<file path="config.mk">
export PLATFORM = sky130hd
export DESIGN_NAME = xform4_butterfly
export DESIGN_NICKNAME = d
export VERILOG_FILES = /design/src/rtl/xfb_pkg.sv /design/src/rtl/xfb_pair_stage.sv /design/src/rtl/xfb_combine.sv /design/src/rtl/xform4_butterfly.sv
export SDC_FILE = /design/constraint.sdc
export NUM_CORES = 1
export LEC_CHECK = 0
export ABC_AREA = 1
export BUFFER_PORTS_ARGS = -buffer_cell sky130_fd_sc_hd__buf_2
export CORE_MARGIN = 5
export CORE_UTILIZATION = 45
export CTS_CLUSTER_DIAMETER = 80
export DETAILED_ROUTE_END_ITERATION = 8
export GPL_ROUTABILITY_DRIVEN = 0
export HOLD_SLACK_MARGIN = 0.08
export PLACE_DENSITY = 0.65
export SETUP_SLACK_MARGIN = 0.5
export SKIP_CTS_REPAIR_TIMING = 1
export SLEW_MARGIN = 20
export SYNTH_ARGS = -nofsm -noshare
export SYNTH_HDL_FRONTEND = slang
export SYNTH_SLANG_ARGS = --single-unit
export TNS_END_PERCENT = 10
</file>
<file path="constraint.sdc">
create_clock -name clk -period 7.75 [get_ports clk]
set_clock_uncertainty 0.05 [all_clocks]
set_input_delay 1.9375 -clock clk [delete_from_list [all_inputs] [get_ports clk]]
set_output_delay 1.9375 -clock clk [all_outputs]
set_load 0.02 [all_outputs]
</file>
<file path="src/rtl/xfb_pkg.sv">
// Shared types for the transform butterfly.
// Assumes the two select inputs are decoded at the block's edge only.
package xfb_pkg;
    typedef enum logic [1:0] {
        MODE_PLAIN = 2'd0,
        MODE_INT   = 2'd1,
        MODE_HALF  = 2'd2
    } xfb_mode_t;

    // Map the select pair to a mode; the illegal pair falls back to integer mode.
    function automatic xfb_mode_t xfb_decode(input logic s_int, input logic s_half);
        if (s_int)       return MODE_INT;
        else if (s_half) return MODE_HALF;
        else             return MODE_PLAIN;
    endfunction
endpackage

</file>
<file path="src/rtl/xfb_pair_stage.sv">
// First butterfly layer: sums and differences of the outer and inner sample pairs.
// Assumes signed inputs of IN_W bits; results carry one growth bit.
module xfb_pair_stage #(
    parameter int IN_W = 16,
    localparam int SUM_W = IN_W + 1
) (
    input  logic signed [IN_W-1:0]  s0,
    input  logic signed [IN_W-1:0]  s1,
    input  logic signed [IN_W-1:0]  s2,
    input  logic signed [IN_W-1:0]  s3,
    output logic signed [SUM_W-1:0] a,
    output logic signed [SUM_W-1:0] b,
    output logic signed [SUM_W-1:0] c,
    output logic signed [SUM_W-1:0] d
);
    // Sign-extend and form the four pair terms.
    always_comb begin
        a = SUM_W'(s0) + SUM_W'(s3);
        d = SUM_W'(s0) - SUM_W'(s3);
        b = SUM_W'(s1) + SUM_W'(s2);
        c = SUM_W'(s1) - SUM_W'(s2);
    end
endmodule

</file>
<file path="src/rtl/xfb_combine.sv">
// Second butterfly layer with mode multiplexers and an optional halving shift.
// Assumes pair terms of SUM_W bits; results are SUM_W+2 bits, enough for 2d+c.
module xfb_combine
    import xfb_pkg::*;
#(
    parameter int SUM_W = 17,
    localparam int RES_W = SUM_W + 2,
    localparam int LANES = 4
) (
    input  xfb_mode_t               mode,
    input  logic signed [SUM_W-1:0] a,
    input  logic signed [SUM_W-1:0] b,
    input  logic signed [SUM_W-1:0] c,
    input  logic signed [SUM_W-1:0] d,
    output logic signed [RES_W-1:0] y [LANES]
);
    logic signed [RES_W-1:0] ea, eb, ec, ed;
    logic signed [RES_W-1:0] op_d, op_c;
    logic signed [RES_W-1:0] raw [LANES];
    logic                    dbl;

    // Widen the terms and pick the doubled operands for the odd lanes.
    always_comb begin
        dbl  = (mode == MODE_INT);
        ea   = RES_W'(a);
        eb   = RES_W'(b);
        ec   = RES_W'(c);
        ed   = RES_W'(d);
        op_d = dbl ? (ed <<< 1) : ed;
        op_c = dbl ? (ec <<< 1) : ec;
    end

    // Shared adders: one sum and one difference per pair of lanes.
    always_comb begin
        raw[0] = ea + eb;
        raw[2] = ea - eb;
        raw[1] = op_d + ec;
        raw[3] = ed - op_c;
    end

    // Per-lane halving shift, applied only in halving mode.
    for (genvar i = 0; i < LANES; i++) begin : g_lane
        always_comb y[i] = (mode == MODE_HALF) ? (raw[i] >>> 1) : raw[i];
    end
endmodule

</file>
<file path="src/rtl/xform4_butterfly.sv">
// Top: shared four-point transform butterfly with one register stage.
// Assumes in_valid qualifies data and selects; outputs hold between samples.
module xform4_butterfly
    import xfb_pkg::*;
#(
    parameter int IN_W = 16,
    localparam int SUM_W = IN_W + 1,
    localparam int OUT_W = IN_W + 3
) (
    input  logic                    clk,
    input  logic                    rst_n,
    input  logic                    in_valid,
    input  logic                    sel_int,
    input  logic                    sel_half,
    input  logic signed [IN_W-1:0]  in_s0,
    input  logic signed [IN_W-1:0]  in_s1,
    input  logic signed [IN_W-1:0]  in_s2,
    input  logic signed [IN_W-1:0]  in_s3,
    output logic                    out_valid,
    output logic                    out_err,
    output logic signed [OUT_W-1:0] out_y0,
    output logic signed [OUT_W-1:0] out_y1,
    output logic signed [OUT_W-1:0] out_y2,
    output logic signed [OUT_W-1:0] out_y3
);
    logic signed [SUM_W-1:0] pa, pb, pc, pd;
    logic signed [OUT_W-1:0] res [4];
    xfb_mode_t               mode;
    logic                    conflict;

    // Decode the select pair and flag the illegal combination.
    always_comb begin
        mode     = xfb_decode(sel_int, sel_half);
        conflict = sel_int & sel_half;
    end

    xfb_pair_stage #(.IN_W(IN_W)) u_pair (
        .s0(in_s0), .s1(in_s1), .s2(in_s2), .s3(in_s3),
        .a(pa), .b(pb), .c(pc), .d(pd)
    );

    xfb_combine #(.SUM_W(SUM_W)) u_comb (
        .mode(mode), .a(pa), .b(pb), .c(pc), .d(pd), .y(res)
    );

    // Output register: load on a valid sample, hold otherwise, clear on reset.
    always_ff @(posedge clk) begin
        if (!rst_n) begin
            out_valid <= 1'b0;
            out_err   <= 1'b0;
            out_y0    <= '0;
            out_y1    <= '0;
            out_y2    <= '0;
            out_y3    <= '0;
        end else begin
            out_valid <= in_valid;
            out_err   <= in_valid & conflict;
            if (in_valid) begin
                out_y0 <= res[0];
                out_y1 <= res[1];
                out_y2 <= res[2];
                out_y3 <= res[3];
            end
        end
    end
endmodule

</file>
==> flow_summary.rst <==
.. list-table::
   :header-rows: 1

   * - Metric
     - Value
   * - Via density per instance
     - ~5.3
   * - Final Hold Viols
     - 0
   * - Antenna violations before repair
     - 0
   * - Final Slew Violations
     - 0
   * - Final setup vio count
     - 0
   * - Synthesized-area fraction occupied by xor and xnor cells
     - 0.0821
   * - Area of the multi-input gates
     - roughly 7400 um2
   * - DIE WIDTH
     - around 160 um
   * - Final critical delay including setup and external delays
     - ~5900 ps
   * - Antenna diode instance count
     - 0
   * - Worst Max-Slew Pin Slew
     - between 1000 and 1500 ps
   * - Sequential fraction of the synthesis area
     - 0.152
   * - Mean post-synth cell area
     - approximately 6.4 um2
   * - Peak clock frequency supported by timing
     - around 170 MHz
   * - Final net count
     - between 1500 and 2000
   * - Primary FF master, synth
     - sky130_fd_sc_hd__dfxtp_1
   * - Fillers
     - 2340
   * - Num Clock Sinks
     - between 70 and 80
   * - Number of flip-flops and latches in the synthesized netlist
     - between 70 and 80
   * - Leak Pwr
     - ~5.9 nW
   * - Total placed cells including tap cells
     - between 1500 and 2000
   * - CTS tree
     - done
   * - GRT Util Overall
     - 0.223
   * - Endpoint of the worst register-to-register path
     - out_y1[16]
   * - Final non-filler cell total
     - 1935
   * - Number of synthesized flops with an enable pin
     - 0
   * - Die footprint
     - between 20000 and 30000 um2
   * - Final design instance area without fill
     - about 11000 um2
   * - Number of standard cells after synthesis
     - around 1600
   * - Synthesized net count
     - ~1800
   * - Combinational family with the most area after synthesis
     - simple AND/OR/NAND/NOR gates
   * - Count of unresolved DRC violations after routing
     - 0
   * - Starting utilization of the core area
     - 0.457
   * - Setup slack of the worst register-to-register path
     - roughly 7000 ps
   * - Critical hold path startpoint
     - out_y0[14]
   * - Number of warnings issued by yosys
     - 0
   * - Combined area of all synthesized cells
     - about 10000 um2
   * - Count of routing violations after the opening detailed-route iteration
     - roughly 720
   * - Synth Area in Compound Gates
     - 0.196
   * - Data arrival time of the worst path
     - about 6000 ps
   * - RSZ-0062 raised after global routing
     - no
   * - Average detailed-routed wire length per instance
     - between 15 and 20 um
   * - Largest net degree at the start of global routing
     - 88
   * - Proportion of synthesized flip-flops having asynchronous set or reset
     - 0
   * - Fraction of layout cells with a size suffix above 1
     - 0.127
   * - Worst slack at placement
     - ~1600 ps
   * - TritonCTS buffer count
     - 9
   * - Number of distinct library cells after synthesis
     - 51
   * - Clock-pin transition on the worst setup and hold timing paths
     - around 60 ps
   * - Slew headroom
     - 0.290
   * - Hold Path End
     - out_y0[14]
   * - Die span in y
     - between 150 and 200 um
   * - Max capacitance violation total
     - 0
   * - Maximum level of the CTS H-tree
     - 3
   * - Top-level port count
     - around 150
   * - Std-Cell Core Area
     - roughly 22000 um2
   * - Worst setup EP type
     - flop
   * - Sequential cell area
     - 1520 um2
   * - GR Overflow Total
     - 0
   * - Simple-gate portion of the synthesized area
     - 0.270
   * - Peak fanout along the critical path
     - 8
   * - Post-DP HPWL
     - approximately 24 mm
   * - Layout Utilization
     - 0.507
   * - Fraction of the mapped netlist area in adder cells
     - 0.184
   * - Setup slack after layout
     - 1880 ps
   * - Power Dens Cells
     - approximately 270 nW/um2
   * - Class of the worst hold path
     - reg -> reg
   * - Area Overhead vs Synth
     - 11.0%
   * - Vias after detailed routing
     - slightly above 10000
   * - Hold path cells
     - 2
   * - VDD IR-drop max
     - about 0.00012 V
   * - Total negative slack for setup checks
     - 0 ps
   * - Clk buf depth
     - 2
   * - Element type at the critical path start
     - input pin
   * - Post-synthesis mux area share
     - 0.00300
   * - Number of buffers inserted by port buffering
     - between 100 and 150
   * - Final Cycle Share
     - 0.758
   * - R2r startpoint
     - out_y1[16]
   * - Req. time, crit path
     - between 7000 and 8000 ps
   * - Latest clock arrival within the worst-skew pair
     - 330 ps
   * - Run status
     - finished clean
   * - Number of cells on the worst reg-to-reg path
     - 2
   * - DRT antenna net count
     - 0
   * - Final Hold Slack
     - 412 ps
   * - Row count
     - 54
   * - Via count of the first global-routing pass
     - ~9700
   * - Type of the setup path with the least slack
     - in -> reg
   * - Cell at the root of the clock tree
     - sky130_fd_sc_hd__clkbuf_16
   * - DRT Pass-1 Iters
     - 5
   * - Total power after layout
     - approximately 3.0 mW
   * - Wire length reported by the detailed router
     - around 29 mm
   * - Global-route wire length before repair
     - between 40 and 50 mm
   * - Placement-stage cell area
     - between 10000 and 15000 um2
## layer usage
| metal | part of all wire | vias to the layer above | GRT usage | wire (um) |
|---|---|---|---|---|
| met2 | 0.42 | 322 | 0.343 | 12100 |
| met3 | 0.060 | 33 | 0.0254 | 1760 |
| met5 | 0 | - | 0 | 0 |
| li1 | - | 5328 | - | - |
| met4 | 0.021 | 0 | 0.0558 | 627 |
| met1 | 0.50 | 4647 | 0.333 | 14700 |
## layout make-up
cell class              count  area share
multi-input cells        1200       0.663
well taps                 280      0.0315
repair buffers            149      0.0678
flip-flops and latches     76       0.137
clock inverters             5     0.00698
inverters                 215      0.0727
clock buffers              10      0.0206
## Yosys cell counts, drive strengths merged (2+ instances only)
library cell	count	area [um2]
o21bai	14	105
a31o	2	17.5
nand4	17	106
a21oi	180	920
nor4	4	25.0
inv	214	803
nor3	16	80.1
a31oi	10	75.1
o31ai	8	60.1
nand3	134	726
nand3b	10	75.1
xor2	76	673
clkbuf	36	135
o2111ai	2	17.5
dfxtp	76	1520
or2	3	18.8
o221ai	3	26.3
fa	8	160
xnor2	17	149
buf	33	183
nor2	68	265
a22oi	2	20.0
o21ai	82	418
ha	134	1680
a21o	7	52.6
nand2	366	1400
a21boi	7	52.6
o211ai	18	135
mux2i	3	30.0
a211oi	3	22.5
## placed cells by master, fill, tap and decap left out, types with 18 or more instances in the layout
cell	n
sky130_fd_sc_hd__ha_1	134
sky130_fd_sc_hd__nand3_1	123
sky130_fd_sc_hd__a21oi_1	175
sky130_fd_sc_hd__o21ai_0	67
sky130_fd_sc_hd__inv_1	210
sky130_fd_sc_hd__buf_2	146
sky130_fd_sc_hd__o211ai_1	18
sky130_fd_sc_hd__nor2_1	63
sky130_fd_sc_hd__dfxtp_1	76
sky130_fd_sc_hd__xor2_1	75
sky130_fd_sc_hd__nand2_1	354
## sequential cells by signal (all words and copies together) (netlist names)
signal     cells
out_err        1
out_valid      1
out_y0        18
out_y1        19
out_y2        18
out_y3        19
## logic make-up after synthesis
kind of cell,after synthesis
AOI/OAI and AO/OA,343
buffers and inverters,284
muxes,3
and+or+nand+nor,619
DFF,76
adders and majority gates,142
xor gates and xnor gates,93
## report_power, final
part / switching (mW) / total [mW] / internal, mW
logic: 1.32 / 2.01 / 0.687
clock network: 0.157 / 0.436 / 0.279
registers: 0.0481 / 0.526 / 0.478
total: 1.53 / 2.97 / 1.44
## how the worst max path moves through the flow
stage             start         end  slack [ps]
6_report       in_s0[0]  out_y2[16]        1880
5_1_grt        in_s0[0]  out_y2[16]        1470
4_1_cts        in_s0[0]  out_y2[16]        1940
3_5_place_dp   in_s0[0]  out_y2[16]        1620
3_3_place_gp   in_s0[0]  out_y0[15]        1640
2_1_floorplan  in_s0[0]  out_y0[15]        2500
## critical path, stage by stage
cell and delay [ps]:
sky130_fd_sc_hd__buf_2 90, sky130_fd_sc_hd__ha_1 190, sky130_fd_sc_hd__inv_1 70, sky130_fd_sc_hd__fa_1 400, sky130_fd_sc_hd__inv_1 70, sky130_fd_sc_hd__a31oi_1 150
sky130_fd_sc_hd__o21ai_1 340, sky130_fd_sc_hd__a21oi_1 120, sky130_fd_sc_hd__o21bai_1 230, sky130_fd_sc_hd__a21oi_1 90, sky130_fd_sc_hd__o21bai_1 180, sky130_fd_sc_hd__nor2_1 60
sky130_fd_sc_hd__nor2_1 300, sky130_fd_sc_hd__ha_1 410, sky130_fd_sc_hd__nor2_1 180, sky130_fd_sc_hd__nand2_1 70, sky130_fd_sc_hd__nor2_1 110, sky130_fd_sc_hd__nor2_1 50
sky130_fd_sc_hd__nand2_1 150, sky130_fd_sc_hd__nand3_1 110, sky130_fd_sc_hd__nand2_1 100, sky130_fd_sc_hd__nand2_1 60, sky130_fd_sc_hd__a22oi_1 260, sky130_fd_sc_hd__nand2_1 80
sky130_fd_sc_hd__nand3_1 100, sky130_fd_sc_hd__a21oi_1 80
(Power assumes the default switching activity.)
